===== src/rtl/xbus_seq_pkg.sv =====
`timescale 1ns/1ps
package xbus_seq_pkg;

   // drive source for the multiplexed low address/data lines
   typedef enum logic [1:0] {
      LO_PORT  = 2'd0,
      LO_ADDR  = 2'd1,
      LO_FLOAT = 2'd2,
      LO_WDATA = 2'd3
   } lo_src_e;

   // progress of one external data access
   typedef enum logic [1:0] {
      DX_IDLE   = 2'd0,
      DX_ADDR   = 2'd1,
      DX_STROBE = 2'd2
   } dx_state_e;

   typedef struct packed {
      logic wr;
      logic wide;
   } dx_attr_t;

endpackage


===== src/rtl/xbus_phase_div.sv =====
`timescale 1ns/1ps
// divide-by-two stage: the phase flips on every clock, so the clock duty
// cycle never reaches the strobe timing
module xbus_phase_div (
   input  logic clk,
   input  logic rst_n,
   output logic phase_o
);
   logic ph_q;

   always_ff @(posedge clk or negedge rst_n) begin
      if (!rst_n) ph_q <= 1'b0;
      else        ph_q <= ~ph_q;
   end

   assign phase_o = ph_q;
endmodule


===== src/rtl/xbus_state_ctr.sv =====
`timescale 1ns/1ps
// state counter of the machine cycle; slot = state*2 + phase
module xbus_state_ctr #(
   parameter int NSTATE = 6,
   localparam int STW   = $clog2(NSTATE),
   localparam int SW    = STW + 1
) (
   input  logic          clk,
   input  logic          rst_n,
   input  logic          phase_i,
   output logic [SW-1:0] sub_o,
   output logic          upper_o,
   output logic          half_last_o
);
   localparam int SLOTS = 2 * NSTATE;
   localparam int HALF  = NSTATE;
   localparam logic [STW-1:0] ST_LAST   = STW'(NSTATE - 1);
   localparam logic [SW-1:0]  SL_HALF   = SW'(HALF);
   localparam logic [SW-1:0]  SL_HLAST  = SW'(HALF - 1);
   localparam logic [SW-1:0]  SL_LAST   = SW'(SLOTS - 1);

   logic [STW-1:0] state_q;
   logic [SW-1:0]  slot;

   always_ff @(posedge clk or negedge rst_n) begin
      if (!rst_n) begin
         state_q <= '0;
      end else if (phase_i) begin
         if (state_q == ST_LAST) state_q <= '0;
         else                    state_q <= state_q + 1'b1;
      end
   end

   assign slot        = {state_q, phase_i};
   assign upper_o     = (slot >= SL_HALF);
   assign sub_o       = upper_o ? (slot - SL_HALF) : slot;
   assign half_last_o = (slot == SL_HLAST) || (slot == SL_LAST);

   // the last slot of a machine cycle is followed by slot 0
   assert_cycle_wrap_R1: assert property (@(posedge clk) disable iff (!rst_n)
      (slot == SL_LAST) |=> (slot == '0));

   // each half is followed by the other half
   assert_half_alt_R1: assert property (@(posedge clk) disable iff (!rst_n)
      half_last_o |=> (upper_o != $past(upper_o)));
endmodule


===== src/rtl/xbus_access_fsm.sv =====
`timescale 1ns/1ps
// per-half fetch decision and the two-half data access sequence
module xbus_access_fsm
   import xbus_seq_pkg::*;
#(
   parameter int              AW       = 16,
   parameter bit              INT_CODE = 1'b1,
   parameter logic [AW-1:0]   INT_TOP  = AW'(16'h1FFF)
) (
   input  logic          clk,
   input  logic          rst_n,
   input  logic          half_last_i,
   input  logic          upper_i,
   input  logic          code_int_en_i,
   input  logic [AW-1:0] fetch_addr_i,
   input  logic          xreq_i,
   input  logic          xwrite_i,
   input  logic          xwide_i,
   input  logic [AW-1:0] xaddr_i,
   output dx_state_e     dx_o,
   output logic          fetch_ext_o,
   output dx_attr_t      attr_o,
   output logic [AW-1:0] fa_o,
   output logic [AW-1:0] xa_o
);
   dx_state_e     dx_q;
   logic          ext_q;
   dx_attr_t      attr_q;
   logic [AW-1:0] fa_q;
   logic [AW-1:0] xa_q;
   logic          want_ext;
   logic          take_req;

   generate
      if (INT_CODE) begin : g_int_code
         logic in_window;
         assign in_window = (fetch_addr_i <= INT_TOP);
         assign want_ext  = !(code_int_en_i && in_window);
      end else begin : g_no_int_code
         assign want_ext = 1'b1;
      end
   endgenerate

   assign take_req = half_last_i && !upper_i && (dx_q == DX_IDLE) && xreq_i;

   always_ff @(posedge clk or negedge rst_n) begin
      if (!rst_n) begin
         dx_q   <= DX_IDLE;
         ext_q  <= 1'b0;
         attr_q <= '0;
         fa_q   <= '0;
         xa_q   <= '0;
      end else if (half_last_i) begin
         ext_q <= want_ext;
         fa_q  <= fetch_addr_i;
         unique case (dx_q)
            DX_IDLE: begin
               if (take_req) begin
                  dx_q        <= DX_ADDR;
                  attr_q.wr   <= xwrite_i;
                  attr_q.wide <= xwide_i;
                  xa_q        <= xaddr_i;
               end
            end
            DX_ADDR:   if (upper_i)  dx_q <= DX_STROBE;
            DX_STROBE: if (!upper_i) dx_q <= DX_IDLE;
            default:   dx_q <= DX_IDLE;
         endcase
      end
   end

   assign dx_o        = dx_q;
   assign fetch_ext_o = ext_q;
   assign attr_o      = attr_q;
   assign fa_o        = fa_q;
   assign xa_o        = xa_q;

   // a request outside the end of slot 5 leaves an idle sequencer idle
   assert_req_window_R5: assert property (@(posedge clk) disable iff (!rst_n)
      (dx_q == DX_IDLE && xreq_i && !(half_last_i && !upper_i)) |=> (dx_q == DX_IDLE));

   // the address half always leads into the strobe half
   assert_addr_then_strobe_R6: assert property (@(posedge clk) disable iff (!rst_n)
      (dx_q == DX_ADDR && half_last_i) |=> (dx_q == DX_STROBE));

   // the strobe half is never cut short
   assert_strobe_hold_R7: assert property (@(posedge clk) disable iff (!rst_n)
      (dx_q == DX_STROBE && !half_last_i) |=> (dx_q == DX_STROBE));
endmodule


===== src/rtl/xbus_strobe_dec.sv =====
`timescale 1ns/1ps
// decodes slot, fetch mode and access state into strobes and selects
module xbus_strobe_dec
   import xbus_seq_pkg::*;
#(
   parameter int  NSTATE = 6,
   parameter int  AW     = 16,
   localparam int SW     = $clog2(NSTATE) + 1
) (
   input  logic          clk,
   input  logic          rst_n,
   input  logic [SW-1:0] sub_i,
   input  dx_state_e     dx_i,
   input  logic          fetch_ext_i,
   input  dx_attr_t      attr_i,
   input  logic [AW-1:0] fa_i,
   input  logic [AW-1:0] xa_i,
   output logic          ale_o,
   output logic          psen_n_o,
   output logic          rd_n_o,
   output logic          wr_n_o,
   output lo_src_e       lo_sel_o,
   output logic          hi_addr_o,
   output logic [AW-1:0] bus_addr_o
);
   localparam logic [SW-1:0] ALE_FIRST  = SW'(1);
   localparam logic [SW-1:0] ALE_LAST   = SW'(2);
   localparam logic [SW-1:0] PSEN_FIRST = SW'(3);

   logic ale_win, psen_win, in_strobe, in_idle, late;

   assign ale_win   = (sub_i >= ALE_FIRST) && (sub_i <= ALE_LAST);
   assign psen_win  = (sub_i >= PSEN_FIRST);
   assign late      = psen_win;
   assign in_strobe = (dx_i == DX_STROBE);
   assign in_idle   = (dx_i == DX_IDLE);

   assign ale_o    = ale_win && !in_strobe;
   assign psen_n_o = !(psen_win && fetch_ext_i && in_idle);
   assign rd_n_o   = !(in_strobe && !attr_i.wr);
   assign wr_n_o   = !(in_strobe && attr_i.wr);

   always_comb begin
      unique case (dx_i)
         DX_ADDR: begin
            if (!late)          lo_sel_o = LO_ADDR;
            else if (attr_i.wr) lo_sel_o = LO_WDATA;
            else                lo_sel_o = LO_FLOAT;
            hi_addr_o  = attr_i.wide;
            bus_addr_o = xa_i;
         end
         DX_STROBE: begin
            lo_sel_o   = attr_i.wr ? LO_WDATA : LO_FLOAT;
            hi_addr_o  = attr_i.wide;
            bus_addr_o = xa_i;
         end
         default: begin
            if (!fetch_ext_i) lo_sel_o = LO_PORT;
            else if (!late)   lo_sel_o = LO_ADDR;
            else              lo_sel_o = LO_FLOAT;
            hi_addr_o  = fetch_ext_i;
            bus_addr_o = fa_i;
         end
      endcase
   end

   // the low lines have been released before the read strobe falls
   assert_float_before_read_R8: assert property (@(posedge clk) disable iff (!rst_n)
      $fell(rd_n_o) |-> ($past(lo_sel_o) == LO_FLOAT));

   // no code strobe and no latch strobe while a data strobe is low
   assert_quiet_in_strobe_R6: assert property (@(posedge clk) disable iff (!rst_n)
      (!rd_n_o || !wr_n_o) |-> (psen_n_o && !ale_o));

   // every latch pulse is two clocks wide
   assert_ale_width_R1: assert property (@(posedge clk) disable iff (!rst_n)
      $rose(ale_o) |=> ale_o);

   // read and write strobes exclude each other
   assert_rdwr_excl_R7: assert property (@(posedge clk) disable iff (!rst_n)
      !(!rd_n_o && !wr_n_o));
endmodule


===== src/rtl/xbus_strobe_seq.sv =====
`timescale 1ns/1ps
module xbus_strobe_seq
   import xbus_seq_pkg::*;
#(
   parameter int            NSTATE   = 6,
   parameter int            AW       = 16,
   parameter bit            INT_CODE = 1'b1,
   parameter logic [AW-1:0] INT_TOP  = AW'(16'h1FFF)
) (
   input  logic          clk,
   input  logic          rst_n,
   input  logic          code_int_en,
   input  logic [AW-1:0] fetch_addr,
   input  logic          xreq,
   input  logic          xwrite,
   input  logic          xwide,
   input  logic [AW-1:0] xaddr,
   output logic          ale,
   output logic          psen_n,
   output logic          rd_n,
   output logic          wr_n,
   output logic [1:0]    lo_sel,
   output logic          hi_addr,
   output logic [AW-1:0] bus_addr
);
   localparam int SW = $clog2(NSTATE) + 1;

   generate
      if (NSTATE < 4 || (NSTATE % 2) != 0) begin : g_bad_nstate
         $error("xbus_strobe_seq: NSTATE must be even and at least 4");
      end
      if (AW < 9) begin : g_bad_aw
         $error("xbus_strobe_seq: AW must be at least 9");
      end
   endgenerate

   logic          phase;
   logic [SW-1:0] sub;
   logic          upper, half_last;
   dx_state_e     dx;
   logic          fetch_ext;
   dx_attr_t      attr;
   logic [AW-1:0] fa, xa;
   lo_src_e       lo_src;

   xbus_phase_div u_div (
      .clk     (clk),
      .rst_n   (rst_n),
      .phase_o (phase)
   );

   xbus_state_ctr #(.NSTATE(NSTATE)) u_ctr (
      .clk         (clk),
      .rst_n       (rst_n),
      .phase_i     (phase),
      .sub_o       (sub),
      .upper_o     (upper),
      .half_last_o (half_last)
   );

   xbus_access_fsm #(.AW(AW), .INT_CODE(INT_CODE), .INT_TOP(INT_TOP)) u_fsm (
      .clk           (clk),
      .rst_n         (rst_n),
      .half_last_i   (half_last),
      .upper_i       (upper),
      .code_int_en_i (code_int_en),
      .fetch_addr_i  (fetch_addr),
      .xreq_i        (xreq),
      .xwrite_i      (xwrite),
      .xwide_i       (xwide),
      .xaddr_i       (xaddr),
      .dx_o          (dx),
      .fetch_ext_o   (fetch_ext),
      .attr_o        (attr),
      .fa_o          (fa),
      .xa_o          (xa)
   );

   xbus_strobe_dec #(.NSTATE(NSTATE), .AW(AW)) u_dec (
      .clk         (clk),
      .rst_n       (rst_n),
      .sub_i       (sub),
      .dx_i        (dx),
      .fetch_ext_i (fetch_ext),
      .attr_i      (attr),
      .fa_i        (fa),
      .xa_i        (xa),
      .ale_o       (ale),
      .psen_n_o    (psen_n),
      .rd_n_o      (rd_n),
      .wr_n_o      (wr_n),
      .lo_sel_o    (lo_src),
      .hi_addr_o   (hi_addr),
      .bus_addr_o  (bus_addr)
   );

   assign lo_sel = lo_src;
endmodule


===== config.mk =====
export PLATFORM = sky130hd
export DESIGN_NAME = xbus_strobe_seq
export DESIGN_NICKNAME = d
export VERILOG_FILES = /design/src/rtl/xbus_seq_pkg.sv /design/src/rtl/xbus_phase_div.sv /design/src/rtl/xbus_state_ctr.sv /design/src/rtl/xbus_access_fsm.sv /design/src/rtl/xbus_strobe_dec.sv /design/src/rtl/xbus_strobe_seq.sv
export SDC_FILE = /design/constraint.sdc
export NUM_CORES = 1
export LEC_CHECK = 0
export BUFFER_PORTS_ARGS = -buffer_cell sky130_fd_sc_hd__buf_2
export CAP_MARGIN = 20
export CORE_ASPECT_RATIO = 1.75
export CORE_MARGIN = 3
export CORE_UTILIZATION = 40
export DETAILED_ROUTE_END_ITERATION = 16
export PLACE_DENSITY = 0.63
export SYNTH_ARGS = -nofsm -noshare
export SYNTH_HDL_FRONTEND = slang
export SYNTH_SLANG_ARGS = --single-unit

===== constraint.sdc =====
create_clock -name clk -period 2.2 [get_ports clk]
set_input_delay 0.11 -clock clk [delete_from_list [all_inputs] [get_ports clk]]
set_output_delay 0.11 -clock clk [all_outputs]
set_load 0.05 [all_outputs]

Yosys cells after proc, flatten, opt, wreduce, memory -nomap -nowiden
Cells that the tools add are included.

Bits in registers: 41. Latch bits: 0. Bits in writable memories: 0. Memory bits (read-only): 0. Bits of input ports: 38. Output and inout bits: 23. Logic and storage cells: 59. Memories kept: 0.

Add/subtract/negate cells: 2. $mul: 0. Div/mod/pow operators: 0. $lt $le $gt $ge: 5. Equal/unequal tests: 8. Shift operators: 0. Multiplexer cells: 13. Bitwise gates (word level): 1. Reduce and logical (&&, ||, !) cells: 22.

Operator list (count): less-or-equal comparator 16 x 13 -> 1 bit, second input constant (1); 2-to-1 mux 16 bit (1); 2-to-1 mux 2 bit (6); logical AND 1 bit (10); zero test 1 bit (7); != test 2 bit, second input constant (3); one-hot mux 2 bit (3 select lines) (1); equality test 4 x 3 -> 1 bit, second input constant (1); equality test 4 bit, second input constant (1); >= comparator 4 x 1 -> 1 bit, second input constant (1); >= comparator 4 x 2 -> 1 bit, second input constant (1); >= comparator 4 x 3 -> 1 bit, second input constant (1); less-or-equal comparator 4 x 2 -> 1 bit, second input constant (1); 2-to-1 mux 4 bit (1); one-hot mux 2 bit (2 select lines) (1); AND reduction 4 bit (1); subtractor 4 x 3 -> 4 bit, second input constant (1); adder 3 x 1 -> 3 bit, second input constant (1); equality test 3 bit, second input constant (1); 2-to-1 mux 3 bit (1); AND reduction 3 bit (1); equality test 2 x 1 -> 1 bit, second input constant (1); equality test 2 bit, second input constant (1); zero test 2 bit (1); other kinds (4) (5).

Logic depth before layout (Yosys ltp)
Depth in word-level cells: 7. Mapped depth: 6. Gate-level depth less buffers: 6.

Modules after synthesis
From an unflattened synthesis, not the netlist that was laid out.

Cell total of the unflattened synthesis: 154. Area total of the unflattened synthesis: 2095.8 um2.

By module, submodules not included: xbus_access_fsm (times used 1, cells each 88, area each 1448.9 um2, sequential area each 925.9 um2); xbus_strobe_dec (times used 1, cells each 39, area each 370.4 um2, sequential area each 0.0 um2); xbus_state_ctr (times used 1, cells each 25, area each 247.7 um2, sequential area each 75.1 um2); xbus_phase_div (times used 1, cells each 2, area each 28.8 um2, sequential area each 25.0 um2).

Least setup slack after synthesis
OpenSTA, ideal clock, no wires.

Path kind: reg-to-output. From: reg u_fsm.dx_q[0] (netlist: u_fsm.dx_o[0]). To: out lo_sel[1]. Arrival: 1.960 ns. Setup slack: 0.130 ns. Stages on the path, launching flop included: 6. Buffers on the path: 1. Path through: dfrtp_1 -> inv_1 -> ha_1 -> clkbuf_1 -> inv_1 -> a22oi_1.

Word-level cells in the longest chain between the ends: 2.

RTL lines: from (decl) (RTL line xbus_access_fsm.sv:26) `dx_state_e dx_q;`; from (signal assigned) (RTL line xbus_access_fsm.sv:48) `dx_q <= DX_IDLE;`; from (signal assigned) (RTL line xbus_access_fsm.sv:59) `dx_q <= DX_ADDR;`; from (signal assigned) (RTL line xbus_access_fsm.sv:65) `DX_ADDR: if (upper_i) dx_q <= DX_STROBE;`; equality test 2 bit or equality test 2 x 1 -> 1 bit (tied branches) (RTL line xbus_strobe_dec.sv:44) `unique case (dx_i)`; one-hot mux 2 bit (2 select lines) (*) (RTL line xbus_strobe_dec.sv:44); to (decl) (RTL line xbus_strobe_seq.sv:22) `output logic [1:0] lo_sel,`.

Every way passes the cells marked *; elsewhere a longest branch is shown, timed or not.

Worst setup path after layout
From: reg u_fsm.dx_q[0] (netlist: u_fsm.dx_o[0]). To: out bus_addr[5].

Word-level cells in the longest chain between the ends: 3.

RTL lines: equality test 2 x 1 -> 1 bit or equality test 2 bit (tied branches) (RTL line xbus_strobe_dec.sv:44); OR reduction 2 bit (no line) (*); 2-to-1 mux 16 bit (*) (RTL line xbus_strobe_dec.sv:44); to (decl) (RTL line xbus_strobe_seq.sv:24) `output logic [AW-1:0] bus_addr`.

Marks and branches as above.

==> results <==
- After clock tree synthesis, the clock-pin slew on the worst setup and hold paths is 0.08 ns.
- The synthesized design contains 0 enable-type register cells.
- The routed design could run at a clock period as short as 2.07 ns.
- The DRC violation count after routing is 0.
- The maximum clock frequency is 482 MHz.
- The post-route total power is 3.58 mW.
- The total setup buffers inserted after CTS is 0.
- Among all cell types in the netlist, the one instantiated most often is sky130_fd_sc_hd__mux2_2.
- By count the netlist is led by 43 x sky130_fd_sc_hd__mux2_2, 41 x sky130_fd_sc_hd__dfrtp_1, 10 x sky130_fd_sc_hd__mux2_4, 6 x sky130_fd_sc_hd__inv_1.
- The highest fanout seen on the critical path is 14.
- STA classifies the critical path startpoint as a flop.
- The flip-flop and latch count after synthesis is 41.
- Summed over all layers, the global routing overflow is 0.
- The async set-or-reset flop fraction in the synthesized netlist is 1.00.
- The number of antenna violations at the first check in global routing is 0.
- Summed over all failing endpoints, the final setup total negative slack is 0 ns.
- In the post-synthesis netlist, the biggest area contributors are sky130_fd_sc_hd__dfrtp_1 50%, sky130_fd_sc_hd__mux2_2 23%, sky130_fd_sc_hd__mux2_4 7.3%.
- The power per cell area is 1430 mW/mm^2.
- The floorplan has 34 rows.
- sky130_fd_sc_hd__dfrtp_1 takes more of the synthesized area than any other cell.
- The die covers 0.00610 sq mm.
- Setup violations remaining at the end of the flow were counted as 0.
- In this run the power spent charging and discharging nets is 1.65 mW.
- The number of top-level design ports is 61.
- Among all flip-flop cells after synthesis, the most frequent one is sky130_fd_sc_hd__dfrtp_1.
- The number of violations of the max-capacitance limit is 0.
- The endpoint arrival time on the critical path is 1.96 ns.
- During synthesis, Yosys emitted a total of 0 warnings.
- The data required time of the critical path is 2.09 ns.
- The final net count is 253.
- The initial core utilization is 0.415.
- The wire length of the first global-routing pass is 6660 um.
- Of the post-synthesis cell area, the dominant cell type holds 0.497.
- The placeable core region is 0.00498 sq mm.
- The synthesized area divided by synthesized cell count is 13.9 sq um.
- For this block, the initial DRC count from the detailed router was 14.
- Detailed placement finished with a half-perimeter wire length of 3030 um.
- The final wirelength is 4070 um.
- The clock passes through at most 2 buffers.
- The proportion of layout cells with a drive suffix above 1 is 0.599.
- In this run the static leakage power is 1.19 nW.
- Measured along the y axis, the die boundary spans 101 um.
- The peak supply drop is 0.00139 V.
- The die outline width is 60.3 um.
- The final hold violation count was 0.
- The share of power burned in the clock network is 0.173.
- Buffers placed on the I/O ports in this run total 60.
- The clock tree from TritonCTS is yes.
- The via count of the first global-routing pass is 1495.
- The average via count per standard cell is 5.12.
- The worst slew margin relative to its limit is 0.386.
- For the pin with the worst max-slew slack, the measured transition is 0.920 ns.
- The path class of the tightest hold or removal check is primary input to flop.
- The post-cts gate resize count is 0.
- Once layout is complete, the utilization of the core stands at 0.504.
- The total CTS buffers is 5.
- The number of nets in the synthesized netlist is 191.
- 0 antenna diodes ended up in the layout.
- The number of fill cells in the layout is 437.
- The switching share of power is 0.461.
- The share of total power dissipated in combinational logic is 0.561.
- The worst setup path is captured at an output port.
- Counting every sink on the clock net gives 41.
- Setup repair after global routing left no endpoint under its margin.
- After synthesis the cells add up to 0.00207 sq mm.
- The post-synthesis cell count is 149.
- The post-route non-filler standard cell count is 266.
- The final-layout worst hold slack is 0.0486 ns.
- Cell internal power was estimated by the tool at 1.93 mW.
- On the final layout, the worst clock skew is 0.00467 ns.
- The count of unique library cells instantiated by Yosys is 32.
- The first detailed-routing pass took 3 iterations.
- The launch point of the worst path is u_fsm.dx_o[0].
- For this run, the register share of the synthesized area comes to 0.497.
- The startpoint identified for the worst hold timing path is fetch_addr[4].
- Summing over every cut layer, the via total after detailed routing is 1363.
- The pin count of the biggest net entering global routing is 42.
- After detailed placement, the design holds a cell count of 257.
- Of the available clock period, the critical path in the final layout requires 0.942.
- The number of levels the H-tree was split into is 2.
- Across every metal layer, demand over resource in global routing totals 0.147.
- The final RePlAce weighted congestion is 0.768.
- The kind of critical path is flop to output port.
- The run finished with clean final reports.
- From synthesis to final layout, the design area changed by 21.4%.
- The count of nets left with antenna violations after detail routing is 0.
- The relative contribution of sequential cells to total power is 0.266.
- In this run the clock root is driven by a sky130_fd_sc_hd__clkbuf_8.
- Dividing the detail-routed wire length by the instance count gives 15.3 um.
- The insertion delay of the later-clocked pin in the worst-skew pair is 0.29 ns.
- The count of final max-slew check failures is 0.
- The beginning of the worst register-to-register path is u_ctr.state_q[0].
-- through the flow --
| stage | area (sq um) | worst slack [ns] |
|---|---|---|
| 3_5_place_dp | 2380 | 0.397 |
| 3_3_place_gp | 2380 | 0.405 |
| 2_1_floorplan | 2070 | 0.130 |
| 4_1_cts | 2510 | 0.0997 |
| 6_report | 2510 | 0.127 |
| 5_1_grt | 2510 | 0.0218 |
-- repair_timing --
item                       in CTS  in global routing
hold buffers                    1                  0
setup endpoints to repair       0                  0
hold endpoints to repair       41                  0
-- cell type report --
cell class	count	area (sq um)	share of cell area
Multi-Input combinational cell	94	938	0.374
Timing Repair Buffer	63	338	0.135
Sequential cell	41	1030	0.409
Clock inverter	1	30.0	0.0120
Clock buffer	7	86.3	0.0344
Tap cell	54	67.6	0.0269
Inverter	6	22.5	0.00898
-- sequential cells by signal, summed over array words and instances (netlist names) --
register,count
u_fsm.fa_o,16
u_fsm.xa_o,16
u_ctr.state_q,3
u_fsm.attr_o,2
u_fsm.dx_o,2
u_div.phase_o,1
u_fsm.fetch_ext_o,1
-- power by group through the flow --
stage / sequential [mW] / combinational, mW / clock (mW)
2_1_floorplan: 0.945 / 1.59 / 0
3_3_place_gp: 0.969 / 2.03 / 0
3_5_place_dp: 0.970 / 2.03 / 0
4_1_cts: 0.957 / 2.04 / 0.640
5_1_grt: 0.972 / 2.12 / 0.675
6_report: 0.954 / 2.01 / 0.621
-- critical path, cell delays in order, from the launching register on --
cell and delay (ns):
sky130_fd_sc_hd__dfrtp_1 0.37, sky130_fd_sc_hd__inv_1 0.08, sky130_fd_sc_hd__ha_1 0.46, sky130_fd_sc_hd__buf_12 0.20
sky130_fd_sc_hd__mux2_2 0.34, sky130_fd_sc_hd__buf_2 0.21
-- cells in the final DEF, fill, tap and decap left out, drive strengths merged --
cell,instances
xor2,1
buf,62
a21oi,2
nor2,3
and3b,1
nand2,5
o22ai,1
nand3,2
a22oi,1
nor3b,1
or4,1
a21boi,1
mux2i,1
clkbuf,7
a32o,1
dfrtp,41
bufinv,1
ha,4
and4,1
dlygate4sd3,1
o21ai,7
mux2,53
inv,6
nand3b,1
o211ai,2
a2bb2oi,1
nor4b,1
nand2b,3
-- worst paths after layout --
| path | end | slack (ns) | cells past startpoint |
|---|---|---|---|
| worst max-delay path | bus_addr[5] | 0.13 | 5 |
| worst min-delay path | u_fsm.fa_o[4] | 0.05 | 2 |
| worst max register to register | u_fsm.attr_o[0] | 0.39 | 3 |
| worst min register to register | u_fsm.fa_o[15] | 0.50 | 1 |
| max in group asynchronous | u_fsm.xa_o[2] | 1.13 | 2 |
| min in group asynchronous | u_fsm.fa_o[10] | 0.50 | 2 |
-- cells by family (layout without fill, tap and decap cells) --
| kind of cell | count (synthesis) | after routing | synth area share |
|---|---|---|---|
| simple gates | 19 | 19 | 0.0600 |
| buf+inv | 14 | 77 | 0.0491 |
| flops | 41 | 41 | 0.497 |
| compound gates | 16 | 16 | 0.0539 |
| xor+xnor | 1 | 1 | 0.00424 |
| fa+ha+maj | 4 | 4 | 0.0242 |
| mux | 54 | 54 | 0.312 |
-- routing by layer --
metal	share of wire	wire, um	vias up	GRT usage
li1	-	-	653	-
met1	0.39	1570	669	0.154
met2	0.54	2210	36	0.265
met3	0.054	219	5	0.0397
met4	0.015	63	0	0.0614
met5	0	0	-	0
Note: power is estimated with default switching activity, not from simulation.
